<file path="src/rtl/gate_pkg.sv">
package gate_pkg;

   typedef enum logic [1:0] {
      FN_PEN  = 2'b00,
      FN_INK  = 2'b01,
      FN_CTL  = 2'b10,
      FN_BANK = 2'b11
   } gate_fn_e;

   typedef struct packed {
      logic pen_we;
      logic ink_we;
      logic ctl_we;
      logic irq_req;
   } gate_cmd_t;

   localparam int unsigned DATA_W  = 8;
   localparam int unsigned MODE_W  = 2;
   localparam int unsigned SEL_BIT = 4;

endpackage

</file>
<file path="src/rtl/gate_cmd_decode.sv">
module gate_cmd_decode
   import gate_pkg::*;
(
   input  logic              wr_en,
   input  logic [DATA_W-1:0] wr_data,
   output gate_cmd_t         cmd
);

   gate_fn_e fn;

   always_comb begin
      fn          = gate_fn_e'(wr_data[DATA_W-1 -: 2]);
      cmd         = '0;
      cmd.pen_we  = wr_en && (fn == FN_PEN);
      cmd.ink_we  = wr_en && (fn == FN_INK);
      cmd.ctl_we  = wr_en && (fn == FN_CTL) && !wr_data[SEL_BIT];
      cmd.irq_req = wr_en && (fn == FN_CTL) &&  wr_data[SEL_BIT];
   end

endmodule

</file>
<file path="src/rtl/gate_palette.sv">
module gate_palette
   import gate_pkg::*;
#(
   parameter int unsigned COLOUR_W = 5,
   parameter int unsigned PEN_CNT  = 16,
   localparam int unsigned PEN_W   = $clog2(PEN_CNT)
) (
   input  logic                clk,
   input  logic                rst_n,
   input  logic                pen_we,
   input  logic                ink_we,
   input  logic [DATA_W-1:0]   wr_data,
   input  logic [MODE_W-1:0]   mode,
   input  logic [PEN_W-1:0]    pix_idx,
   output logic [COLOUR_W-1:0] pix_colour,
   output logic [COLOUR_W-1:0] border_colour
);

   localparam logic [PEN_W-1:0] MASK_ONE = PEN_W'(1);
   localparam logic [PEN_W-1:0] MASK_TWO = PEN_W'(3);
   localparam logic [PEN_W-1:0] MASK_ALL = '1;

   initial begin
      assert (COLOUR_W >= 1 && COLOUR_W <= SEL_BIT + 1)
         else $error("COLOUR_W must fit in the data field");
      assert (PEN_CNT >= 2 && PEN_CNT <= 16 && (1 << PEN_W) == PEN_CNT)
         else $error("PEN_CNT must be a power of two from 2 to 16");
   end

   logic                              sel_border;
   logic [PEN_W-1:0]                  sel_pen;
   logic [COLOUR_W-1:0]               border_q;
   logic [PEN_CNT-1:0][COLOUR_W-1:0]  ent;
   logic [PEN_W-1:0]                  idx_m;

   always_ff @(posedge clk) begin
      if (!rst_n) begin
         sel_border <= 1'b0;
         sel_pen    <= '0;
      end else if (pen_we) begin
         sel_border <= wr_data[SEL_BIT];
         sel_pen    <= wr_data[PEN_W-1:0];
      end
   end

   always_ff @(posedge clk) begin
      if (!rst_n)
         border_q <= '0;
      else if (ink_we && sel_border)
         border_q <= wr_data[COLOUR_W-1:0];
   end

   for (genvar g = 0; g < PEN_CNT; g++) begin : g_pen
      logic [COLOUR_W-1:0] q;
      always_ff @(posedge clk) begin
         if (!rst_n)
            q <= '0;
         else if (ink_we && !sel_border && (sel_pen == PEN_W'(g)))
            q <= wr_data[COLOUR_W-1:0];
      end
      assign ent[g] = q;
   end

   always_comb begin
      unique case (mode)
         2'd0:    idx_m = pix_idx & MASK_ALL;
         2'd2:    idx_m = pix_idx & MASK_ONE;
         default: idx_m = pix_idx & MASK_TWO;
      endcase
   end

   assign pix_colour    = ent[idx_m];
   assign border_colour = border_q;

endmodule

</file>
<file path="src/rtl/gate_mode_ctl.sv">
module gate_mode_ctl
   import gate_pkg::*;
#(
   parameter bit SYNC_MODE = 1'b1
) (
   input  logic              clk,
   input  logic              rst_n,
   input  logic              ctl_we,
   input  logic              irq_req,
   input  logic [DATA_W-1:0] wr_data,
   input  logic              hsync,
   output logic [MODE_W-1:0] vid_mode,
   output logic              rom_lo_en,
   output logic              irq_clr
);

   always_ff @(posedge clk) begin
      if (!rst_n) begin
         rom_lo_en <= 1'b1;
         irq_clr   <= 1'b0;
      end else begin
         irq_clr <= irq_req;
         if (ctl_we)
            rom_lo_en <= ~wr_data[2];
      end
   end

   if (SYNC_MODE) begin : g_sync
      logic [MODE_W-1:0] pend;
      logic              pend_v;
      always_ff @(posedge clk) begin
         if (!rst_n) begin
            vid_mode <= '0;
            pend     <= '0;
            pend_v   <= 1'b0;
         end else begin
            if (hsync && pend_v) begin
               vid_mode <= pend;
               pend_v   <= 1'b0;
            end
            if (ctl_we) begin
               pend   <= wr_data[MODE_W-1:0];
               pend_v <= 1'b1;
            end
         end
      end
   end else begin : g_direct
      always_ff @(posedge clk) begin
         if (!rst_n)
            vid_mode <= '0;
         else if (ctl_we)
            vid_mode <= wr_data[MODE_W-1:0];
      end
   end

endmodule

</file>
<file path="src/rtl/gate_video_ctl.sv">
module gate_video_ctl
   import gate_pkg::*;
#(
   parameter int unsigned COLOUR_W  = 5,
   parameter int unsigned PEN_CNT   = 16,
   parameter bit          SYNC_MODE = 1'b1
) (
   input  logic                         clk,
   input  logic                         rst_n,
   input  logic                         wr_en,
   input  logic [7:0]                   wr_data,
   input  logic                         hsync,
   input  logic [$clog2(PEN_CNT)-1:0]   pix_idx,
   output logic [COLOUR_W-1:0]          pix_colour,
   output logic [COLOUR_W-1:0]          border_colour,
   output logic [1:0]                   vid_mode,
   output logic                         rom_lo_en,
   output logic                         irq_clr
);

   gate_cmd_t cmd;

   gate_cmd_decode u_dec (
      .wr_en   (wr_en),
      .wr_data (wr_data),
      .cmd     (cmd)
   );

   gate_palette #(
      .COLOUR_W (COLOUR_W),
      .PEN_CNT  (PEN_CNT)
   ) u_pal (
      .clk           (clk),
      .rst_n         (rst_n),
      .pen_we        (cmd.pen_we),
      .ink_we        (cmd.ink_we),
      .wr_data       (wr_data),
      .mode          (vid_mode),
      .pix_idx       (pix_idx),
      .pix_colour    (pix_colour),
      .border_colour (border_colour)
   );

   gate_mode_ctl #(
      .SYNC_MODE (SYNC_MODE)
   ) u_mode (
      .clk       (clk),
      .rst_n     (rst_n),
      .ctl_we    (cmd.ctl_we),
      .irq_req   (cmd.irq_req),
      .wr_data   (wr_data),
      .hsync     (hsync),
      .vid_mode  (vid_mode),
      .rom_lo_en (rom_lo_en),
      .irq_clr   (irq_clr)
   );

endmodule

</file>
<file path="config.mk">
export PLATFORM = sky130hd
export DESIGN_NAME = gate_video_ctl
export DESIGN_NICKNAME = d
export VERILOG_FILES = /design/src/rtl/gate_pkg.sv /design/src/rtl/gate_cmd_decode.sv /design/src/rtl/gate_palette.sv /design/src/rtl/gate_mode_ctl.sv /design/src/rtl/gate_video_ctl.sv
export SDC_FILE = /design/constraint.sdc
export NUM_CORES = 1
export LEC_CHECK = 0
export ABC_AREA = 1
export BUFFER_PORTS_ARGS = -buffer_cell sky130_fd_sc_hd__clkbuf_2
export CORE_MARGIN = 2
export CORE_UTILIZATION = 40
export CTS_CLUSTER_SIZE = 16
export DETAILED_ROUTE_END_ITERATION = 7
export GPL_ROUTABILITY_DRIVEN = 1
export HOLD_SLACK_MARGIN = 0.1
export PLACE_DENSITY = 0.61
export SLEW_MARGIN = 20
export SYNTH_ARGS = -nofsm -noshare
export SYNTH_HDL_FRONTEND = slang
export SYNTH_HIERARCHICAL = 1
export SYNTH_SLANG_ARGS = --single-unit
</file>
<file path="constraint.sdc">
create_clock -name clk -period 2.5 [get_ports clk]
set_clock_uncertainty 0.05 [all_clocks]
set_input_delay 0.375 -clock clk [delete_from_list [all_inputs] [get_ports clk]]
set_output_delay 0.375 -clock clk [all_outputs]
set_load 0.01 [all_outputs]
</file>
Word level (Yosys, flattened, before mapping):

Index checks and enable logic that the tools add are counted.
Widths: inputs -> output; s select.

* flip-flop bits (word level): 97
* input bits: 16
* output and inout bits: 14
* word-level logic and storage cells: 79

* $lt $le $gt $ge: 1
* equality and inequality tests: 18
* mux-type cells: 5
* bitwise logic cells: 1
* reductions and logical operators: 30

Operators with widths (number)
* $eq 4x4->1 const B: 8
* $logic_and 1x1->1: 24
* $bmux 5 s4: 1
* $eq 4x3->1 const B: 4
* $eq 4x2->1 const B: 2
* $pmux 4 s2: 1
* $lt 4x5->1 const B: 1
* $mux 5: 1
* $eq 2x2->1 const B: 2
* $eq 4x1->1 const B: 1
* $logic_not 2->1: 2
* $logic_not 4->1: 1
* $eq 2x1->1 const B: 1
* $logic_not 1->1: 2
* $mux 1: 2
* $reduce_bool 2->1: 1
* $not 1->1: 1

Longest topological paths before layout:

Gate-level depths: netlist of run 1.

* word-level depth: 4
* gate-level depth with buffers: 10

Modules after synthesis:

The synthesis of run 1 kept the hierarchy.

By module, submodules not included
* gate_palette: times used 1, cells each 630, area an instance 4300.4 um^2, seq. area each 1801.7 um^2
* gate_mode_ctl: times used 1, cells each 34, area an instance 251.5 um^2, seq. area each 140.1 um^2
* gate_cmd_decode: times used 1, cells each 9, area an instance 40.0 um^2, seq. area each 0.0 um^2

Least setup slack after synthesis of run 1:

OpenSTA, ideal clock, no wires.

* path kind: reg-to-output
* start: register u_mode.vid_mode[1]
* end: output port pix_colour[0]
* arrival: 1.159 ns
* data required time: 2.075 ns
* slack: 0.916 ns
* stages on the path, launching flop included: 9
* path buffers: 1
* path through: dfxtp_1 -> nand2_1 -> nand2_1 -> clkbuf_1 -> nand3_1 -> nand3_1 -> nand2_1 -> nand2_1 -> nand2_1

* longest elaborated chain between the ends: 4

Ends and longest elaborated chain
* start: declaration: line gate_mode_ctl.sv:12 `output logic [MODE_W-1:0] vid_mode,`
* start signal: assignment: line gate_mode_ctl.sv:38 `vid_mode <= pend;`
* $eq 2x2->1 or $logic_not 2->1 (tied branches): line gate_palette.sv:65 `unique case (mode)`
* $pmux 4 s2 *: line gate_palette.sv:65
* $bmux 5 s4 *: line gate_palette.sv:72 `assign pix_colour = ent[idx_m];`
* $mux 5 (not written as such) *: line gate_palette.sv:72
* end: declaration: line gate_video_ctl.sv:14 `output logic [COLOUR_W-1:0] pix_colour,`

Every way passes the cells marked *; elsewhere a longest branch is shown, timed or not. The select of a mux whose other input is x is not followed.

Worst setup path in the final report of run 1:

* start: register u_mode.vid_mode[0]
* end: output port pix_colour[1]

Same word-level chain as after synthesis.

==> flow_summary_export.csv, run 1 <==
group,metric,value,unit
global_routing,antenna_found_initial,0,
critical_path,cp_data_required_time,2080,ps
synthesis,synth.most_common_cell,"nand2_1",
synthesis,ys.warnings.count,6,
clock_tree,htree_num_levels,3,
floorplanning,rows,39,
synthesis,synth_cell_type_count,23,
drt,initialDrtViolationCount,272,
synthesis,synth_area_leader_cell,"dfxtp_1",
drt,dr.pass1.iters,6,
global_routing,grt_pass1_vias,4025,
timing,fin_crit_sh,0.894,
synthesis,netlist.area_leader.share,0.423,
clock_tree,cts_tree,"yes",
timing,max_freq,448,MHz
timing,rsz0062_at_grt,"no",
timing,setup_viol,0,
floorplanning,fp.dieW,111,um
floorplanning,core,11300,um^2
placed_design,placed_area,4780,um^2
floorplanning,initial_core_util,0.406,
clock_tree,postCtsSetupRepairBufs,0,
cells_and_area,final_nets,697,
drt,wl,12100,um
floorplanning,die-area,12400,um^2
drt,vias,4210,
floorplanning,pin_count,30,
timing,final_hold_viol_count,0,
power_and_ir_drop,power.leakage,0.00213,uW
cells_and_area,postLayoutCellArea,5080,um^2
flow_run,drv_cap,0,
min_path,hold_path_class,"primary input to flop",
clock_tree,cts.path.max_buffers,2,
timing,worst-slew-pin-transition,725,ps
global_routing,track_usage,0.204,
placed_design,place_congestion,0.864,
synthesis,netlist_instances,673,
synthesis,syn_area_per_cell,6.82,um^2
timing,report.final.slew_viol_count,0,
drt,wl_per_cell,14.6,um
critical_path,crit_path_end_kind,"output port",
clock_tree,cts_sinks,97,
synthesis,synth-seq-cells,97,
critical_path,cp-start-kind,"flop",
synthesis,seq_area_frac_synth,0.423,
critical_path,crit_fanout,20,
clock_tree,clock_latency,350,ps
critical_path,cp_data_arrival_time,1810,ps
synthesis,netlist_area,4590,um^2
synthesis,synth_area_leaders,"dfxtp_1 42%, nand2_1 16%, a21oi_1 8.1%, nand3_1 7.4%, o21ai_0 4.9%",
synthesis,syn-num-nets,689,
drt,via_per_inst,5.08,
cells_and_area,diodes,0,
floorplanning,die_h,111,um
outcome,outcome,"finished clean",
cells_and_area,syn_to_final_growth,10.7,%
drt,drc,0,
placed_design,dpl.hpwl,8110,um
global_routing,grt_pass1_wl,20000,um
clock_tree,cts_root_buf,"clkbuf_16",
timing,timing.slew.headroom,0.517,
drt,final_antenna_net_count,0,
power_and_ir_drop,power_density,649,nW/um^2
clock_tree,numCtsBuffers,9,
power_and_ir_drop,vdd_drop_max,389,uV
critical_path,worstSetupPathType,"flop to output port",
global_routing,grt_start_max_net_pins,41,
clock_tree,cts.reportedPaths.clkPinSlew,60,ps
cells_and_area,drive_above_1_share,0.127,
placed_design,portBuffers,28,
synthesis,synth_common_cells,"200 x nand2_1, 97 x dfxtp_1, 74 x a21oi_1",
synthesis,async_flop_share,0,
timing,min_period,2230,ps
global_routing,grt-ovfl-total,0,
synthesis,synth_ff_type,"dfxtp_1",
timing,tns,0,ps
synthesis,synth-edff-count,0,
stage by stage:
step | util | setup WS (ps) | std cells | hold WS, ps | power [uW]
2_1_floorplan | - | 916 | 673 | 378 | 1830
3_3_place_gp | 0.422 | 403 | 813 | 386 | 1920
3_5_place_dp | 0.422 | 395 | 813 | 391 | 1930
4_1_cts | 0.449 | 17.8 | 829 | 246 | 3330
5_1_grt | 0.449 | 129 | 829 | 287 | 3430
6_report | 0.449 | 266 | 829 | 250 | 3300
layer usage:
| layer | share of wire | global-route usage | vias up |
|---|---|---|---|
| met5 | 0 | 0 | - |
| met4 | 0.024 | 0.0856 | 0 |
| met3 | 0.039 | 0.0388 | 19 |
| li1 | - | - | 2157 |
| met2 | 0.48 | 0.337 | 88 |
| met1 | 0.46 | 0.263 | 1946 |
worst paths after layout:
path	from	endpoint	slack [ps]	cells past startpoint
worst min register to register	u_pal/g_pen[3].q[2]	u_pal/g_pen[3].q[2]	400	2
worst max-delay path	u_mode/vid_mode[0]	pix_colour[1]	270	9
worst min-delay path	hsync	u_mode/g_sync.pend_v	250	4
worst max register to register	u_pal/sel_pen[3]	u_pal/g_pen[8].q[3]	910	5
report_power, final:
| part | internal (uW) | switching [uW] |
|---|---|---|
| clock | 784 | 626 |
| combinational | 89.6 | 231 |
| sequential | 1560 | 11.1 |
| total | 2430 | 868 |
placed cells by master, fill, tap and decap left out, drive strengths merged:
cell / n
nand2: 212
dfxtp: 97
a21oi: 76
nand3: 69
inv: 66
o21ai: 64
nor2: 50
clkbuf: 37
buf: 6
clkinv: 5
clkinvlp: 2
bufinv: 1
a21boi: 1
critical path, cell delays in order (launching register included):
cell and delay (ps):
dfxtp_1 390, inv_1 70, nand2_1 80, nand2_2 250, nand3_1 180, nand3_1 110, nand2_1 100, nand2_1 60
nand2_1 90, clkbuf_2 130
what timing repair did:
| item | 4_1_cts | 5_1_grt |
|---|---|---|
| gates resized for setup | 0 | 1 |
| endpoints found under the setup margin | 0 | 5 |
| hold buffers | 0 | 0 |
cells by family after synthesis:
| kind of cell | share of synthesized area |
|---|---|
| DFF | 0.423 |
| buffers and inverters | 0.0965 |
| AOI/OAI and AO/OA | 0.158 |
| and+or+nand+nor | 0.322 |
cell type report:
cell class                 count  area (um^2)
sequential                    97         1940
fill                        1198         6240
clock buffer                   9          225
tap                          143          179
inverter                      67          251
clock inverter                 7         80.1
timing repair buffer          34          198
multi-input combinational    472         2210
flip-flops by register name, summed over array words and instances, names as in the netlist:
| name | count |
|---|---|
| u_mode/irq_clr | 1 |
| u_mode/g_sync.pend | 2 |
| u_pal/sel_border | 1 |
| u_mode/g_sync.pend_v | 1 |
| u_pal/border_colour | 5 |
| u_mode/rom_lo_en | 1 |
| u_pal/g_pen.q | 80 |
| u_mode/vid_mode | 2 |
| u_pal/sel_pen | 4 |
Note: power is estimated with default switching activity, not from simulation.
==> run 2: changes to the inputs <==
Settings changed: CTS_BUF_LIST set to sky130_fd_sc_hd__clkbuf_8, PLACE_DENSITY 0.61 to 0.6, SYNTH_HIERARCHICAL 1 to not set.
==> run 2 against run 1 <==
Net effect: worst hold slack worse by 34 ps; register-to-register slack worse by 170 ps; synthesized cell count is 12% higher; highest routed layer unchanged; routed wire length rose by 6.4%; clock power fell by 9.9%.
==> flow_summary_export.csv, run 2 <==
group,metric,value,unit
synthesis,synth_area_leaders,"dfxtp_1 41%, nand2_1 24%, nor2_1 8.4%, nand3_1 8.3%, a21oi_1 5.5%",
synthesis,synth_compound_area_frac,0.0671,
power_and_ir_drop,switching_power,810,uW
cells_and_area,top_register,"u_pal.g_pen.q",
placed_design,dpl.hpwl,8640,um
synthesis,synth_ff_type,"dfxtp_1",
flow_run,drv_cap,0,
placed_design,portBuffers,28,
power_and_ir_drop,power.leakage,0.00210,uW
cells_and_area,drive_above_1_share,0.0876,
drt,via_per_inst,5.02,
synthesis,netlist_instances,756,
clock_tree,htree_num_levels,3,
power_and_ir_drop,clkPwrFrac,0.403,
critical_path,cp-start-kind,"flop",
placed_design,placedCellCount,903,
clock_tree,cts.reportedPaths.clkPinSlew,100,ps
cells_and_area,diodes,0,
cells_and_area,filler_cell_count,1213,
clock_tree,clock_latency,360,ps
clock_tree,postCtsSetupRepairBufs,0,
floorplanning,fp.dieW,112,um
synthesis,synth_simple_gate_area_share,0.438,
global_routing,track_usage,0.209,
synthesis,synth_common_cells,"300 x nand2_1, 105 x nor2_1, 97 x dfxtp_1",
timing,setup_viol,0,
placed_design,placed_area,4950,um^2
clock_tree,cts_tree,"yes",
critical_path,cp_data_arrival_time,1810,ps
clock_tree,cts_sinks,97,
synthesis,synth_fa_ha_area_frac,0,
synthesis,synth-edff-count,0,
synthesis,muxShareOfSynthArea,0,
drt,final_antenna_net_count,0,
cells_and_area,layout_common_cells,"299 x nand2_1, 105 x nor2_1, 97 x dfxtp_1",
cells_and_area,final_common_cell,"nand2_1",
drt,wl,12900,um
synthesis,synth.most_common_cell,"nand2_1",
min_path,hold_path_class,"primary input to flop",
drt,dr.pass1.iters,5,
synthesis,ys.warnings.count,0,
drt,wl_per_cell,14.0,um
power_and_ir_drop,power_density,604,nW/um^2
cells_and_area,postLayoutCellArea,5210,um^2
critical_path,crit_path_end_kind,"output port",
synthesis,synth_area_leader_cell,"dfxtp_1",
power_and_ir_drop,power_frac_comb,0.099,
critical_path,worstSetupPathType,"flop to output port",
power_and_ir_drop,seq_power_share,0.498,
cells_and_area,final_nets,787,
timing,final_hold_viol_count,0,
cells_and_area,syn_to_final_growth,11.3,%
synthesis,synth_cell_type_count,19,
timing,min_period,2230,ps
global_routing,grt_pass1_vias,4175,
outcome,outcome,"finished clean",
synthesis,netlist_area,4680,um^2
critical_path,crit_fanout,10,
synthesis,syn-num-nets,772,
synthesis,synth-seq-cells,97,
synthesis,synth_top_family_by_area,"simple AND/OR/NAND/NOR gates",
timing,timing.hold.ws,216,ps
timing,tns,0,ps
synthesis,syn_area_per_cell,6.19,um^2
timing,rsz0062_at_grt,"no",
cells_and_area,largest_reg_flops,80,
timing,timing.slew.headroom,0.543,
cells_and_area,register_area,1940,um^2
floorplanning,pin_count,30,
cells_and_area,finalNonFillerCells,919,
placed_design,place_congestion,0.850,
power_and_ir_drop,internal-power,2340,uW
floorplanning,initial_core_util,0.410,
timing,report.final.slew_viol_count,0,
drt,drc,0,
global_routing,grt_start_max_net_pins,54,
synthesis,synth-xor-area-share,0,
clock_tree,numCtsBuffers,9,
drt,initialDrtViolationCount,401,
critical_path,cp_data_required_time,2080,ps
clock_tree,cts_root_buf,"clkbuf_8",
synthesis,seq_area_frac_synth,0.415,
timing,worst-slew-pin-transition,680,ps
drt,vias,4610,
synthesis,async_flop_share,0,
timing,max_freq,448,MHz
global_routing,grt_pass1_wl,20700,um
floorplanning,rows,39,
synthesis,netlist.area_leader.share,0.415,
timing,fin_crit_sh,0.893,
clock_tree,cts.path.max_buffers,2,
global_routing,grt-ovfl-total,0,
floorplanning,die-area,12600,um^2
floorplanning,core,11400,um^2
power_and_ir_drop,p_sw_frac,0.257,
floorplanning,die_h,112,um
global_routing,antenna_found_initial,0,
power_and_ir_drop,vdd_drop_max,338,uV
cells_and_area,multi_input_area,2370,um^2
-- run 2: path summary, 6_finish.rpt --
kind / slack [ps] / cells past startpoint / start / to
setup / recovery: 270 / 8 / u_mode.vid_mode[1] / pix_colour[2]
hold / removal: 220 / 3 / hsync / u_mode.vid_mode[1]
setup reg to reg: 740 / 6 / u_pal.sel_pen[2] / u_pal.g_pen[2].q[4]
hold reg to reg: 410 / 2 / u_pal.g_pen[4].q[3] / u_pal.g_pen[4].q[3]
-- run 2: per-stage QoR --
stage | total power, uW | utilization | setup slack [ps]
final | 3150 | 0.456 | 266
after CTS | 3180 | 0.456 | 204
after global routing | 3270 | 0.456 | 60.6
after detailed placement | 1910 | 0.433 | 433
after global placement | 1910 | 0.433 | 434
after floorplan | 1810 | - | 700
-- run 2: cell type report --
cell class	count	area share
Clock buffer	10	0.0264
Sequential cell	97	0.373
Inverter	65	0.0476
Multi-Input combinational cell	561	0.455
Clock inverter	6	0.0219
Timing Repair Buffer	37	0.0423
Tap cell	143	0.0343
-- run 2: power by group through the flow --
| stage | clock network, uW | registers (uW) | logic [uW] |
|---|---|---|---|
| 6_report | 1270 | 1570 | 312 |
| 3_3_place_gp | 0 | 1600 | 305 |
| 3_5_place_dp | 0 | 1600 | 308 |
| 5_1_grt | 1350 | 1570 | 347 |
| 2_1_floorplan | 0 | 1600 | 204 |
| 4_1_cts | 1300 | 1570 | 309 |
-- run 2: logic make-up (layout without fill, tap and decap cells) --
| group | after synthesis | count (layout) |
|---|---|---|
| buffers and inverters | 98 | 118 |
| AOI/OAI and AO/OA | 62 | 62 |
| and+or+nand+nor | 499 | 499 |
| DFF | 97 | 97 |
-- run 2: critical path, cell delays in order (launching register included) --
cell	delay (ps)
dfxtp_1	430
nor2_1	90
nand2_1	140
clkinvlp_4	240
nand3_1	170
nand2_1	110
nand2_1	70
nand2_1	60
clkbuf_2	120
-- run 2: timing repair --
action	4_1_cts	5_1_grt
hold buffers	0	0
endpoints found under the setup margin	3	3
resized for setup	1	2
pin swaps	0	0
hold endpoints to repair	0	0
-- run 2: per-layer routing --
metal,routed length (um),vias up,GRT usage
li1,-,2365,-
met1,6120,2107,0.288
met2,5840,123,0.332
met3,766,15,0.0405
met4,168,0,0.0683
met5,0,-,0
==> run 3: changes to the inputs <==
Settings changed: CTS_BUF_LIST sky130_fd_sc_hd__clkbuf_8 to not set.
==> run 3 against run 2 <==
Net effect: critical path type unchanged; critical endpoint unchanged; non-clock buffer count unchanged; maximum frequency decreased by 2.3%; sequential power about the same; cell count unchanged.
==> flow_summary_export.csv, run 3 (synthesis gave the netlist of run 2 again) <==
group,metric,value,unit
floorplanning,core,11400,um^2
floorplanning,fp.dieW,112,um
floorplanning,initial_core_util,0.410,
timing,max_freq,437,MHz
drt,wl_met3,764,um
cells_and_area,top_register,"u_pal.g_pen.q",
floorplanning,rows,39,
critical_path,cp-start-kind,"flop",
cells_and_area,filler_cell_count,1194,
placed_design,dpl.hpwl,8640,um
critical_path,crit_path_end_kind,"output port",
drt,wl,12900,um
timing,worst-slew-pin-transition,683,ps
cells_and_area,final_common_cell,"nand2_1",
placed_design,place_congestion,0.850,
clock_tree,numCtsBuffers,9,
clock_tree,cts_tree,"yes",
floorplanning,die_h,112,um
critical_path,crit_fanout,10,
cells_and_area,drive_above_1_share,0.0863,
global_routing,antenna_found_initial,0,
placed_design,portBuffers,28,
floorplanning,die-area,12600,um^2
clock_tree,cts.path.max_buffers,2,
timing,rsz0062_at_grt,"no",
critical_path,worstSetupPathType,"flop to output port",
clock_tree,postCtsSetupRepairBufs,0,
placed_design,placed_area,4950,um^2
drt,via_per_inst,5.00,
clock_tree,htree_num_levels,3,
timing,timing.slew.headroom,0.541,
drt,dr_wl_met2,5880,um
floorplanning,pin_count,30,
cells_and_area,postLayoutCellArea,5300,um^2
flow_run,drv_cap,0,
power_and_ir_drop,vdd_drop_max,581,uV
critical_path,crit_end,"pix_colour[2]",
drt,drt-met1-wl,6010,um
critical_path,timing.rr.end,"u_pal.g_pen[2].q[4]",
timing,setup_viol,0,
drt,dr.pass1.iters,5,
global_routing,grt_pass1_wl,20800,um
critical_path,cp_data_arrival_time,1860,ps
outcome,outcome,"finished clean",
timing,min_period,2290,ps
global_routing,grt_start_max_net_pins,54,
timing,fin_crit_sh,0.915,
power_and_ir_drop,power.leakage,0.00214,uW
power_and_ir_drop,power_density,660,nW/um^2
clock_tree,cts.reportedPaths.clkPinSlew,70,ps
critical_path,rrSetupSlack,740,ps
cells_and_area,diodes,0,
drt,vias,4594,
critical_path,cp-startpoint,"u_mode.vid_mode[1]",
critical_path,cp_data_required_time,2080,ps
timing,tns,0,ps
cells_and_area,syn_to_final_growth,13.3,%
critical_path,r2r_start,"u_pal.sel_pen[2]",
clock_tree,cts_root_buf,"clkbuf_16",
timing,report.final.slew_viol_count,0,
cells_and_area,fin_util,0.464,
clock_tree,cts_sinks,97,
critical_path,rr_worst_depth,6,
global_routing,grt_pass1_vias,4195,
cells_and_area,final_nets,787,
timing,final_hold_viol_count,0,
drt,dr.max_layer_used,"met4",
drt,wl_per_cell,14.0,um
drt,final_antenna_net_count,0,
drt,drc,0,
global_routing,grt-ovfl-total,0,
global_routing,track_usage,0.209,
min_path,hold_path_class,"primary input to flop",
cells_and_area,largest_reg_flops,80,
clock_tree,clock_latency,340,ps
drt,initialDrtViolationCount,308,
cells_and_area,layout_common_cells,"299 x nand2_1, 105 x nor2_1, 97 x dfxtp_1",
## run 3: changes by cell type in the layout (fill, tap and decap cells not counted), sizes merged
cell | before | now
clkinv | 6 | 7
clkinvlp | 3 | 2
## run 3: worst min path at each step
stage	start	end	depth (start not counted)
2_1_floorplan	u_pal.g_pen[4].q[3]	u_pal.g_pen[4].q[3]	2
3_3_place_gp	u_pal.g_pen[4].q[2]	u_pal.g_pen[4].q[2]	2
3_5_place_dp	u_pal.g_pen[4].q[3]	u_pal.g_pen[4].q[3]	2
4_1_cts	hsync	u_mode.vid_mode[1]	3
5_1_grt	hsync	u_mode.vid_mode[1]	3
6_report	hsync	u_mode.vid_mode[1]	3
## run 3: report_power, final
group	internal (uW)	total (uW)	switching, uW
logic	84.3	309	225
registers	1560	1570	10.5
clock network	1010	1620	613
total	2650	3500	848
## run 3: metrics by stage
step	cells	total power [uW]	setup WS, ps	hold slack (ps)
3_3_place_gp	903	1910	434	398
3_5_place_dp	903	1910	433	400
2_1_floorplan	756	1810	700	388
6_report	919	3500	213	257
5_1_grt	919	3620	29.0	276
4_1_cts	919	3530	3.54	253
## run 3: final cells by class
cell class              instances  area [um^2]  share of cell area
clock buffers                  10          239              0.0451
clock inverters                 6          114              0.0215
inverters                      65          244              0.0460
multi-input cells             561         2360               0.446
flip-flops and latches         97         1940               0.366
well taps                     143          179              0.0337
repair buffers                 37          220              0.0415
## run 3: critical path, cell delays in order, from the launching register on
cell and delay, ps:
dfxtp_1 420, nor2_1 90, nand2_1 100, clkinv_1 300, nand3_1 230, nand2_1 120, nand2_1 80, nand2_1 60
clkbuf_2 120
## run 3: repair_timing
item / CTS / global route
hold buffers: 0 / 0
endpoints found under the setup margin: 0 / 5
gates resized for setup: 0 / 1
## run 3: layer usage
layer  global-route usage  vias up
met5                    0        -
met4               0.0683        0
met3               0.0389       16
met2                0.334      126
met1                0.287     2087
li1                     -     2365
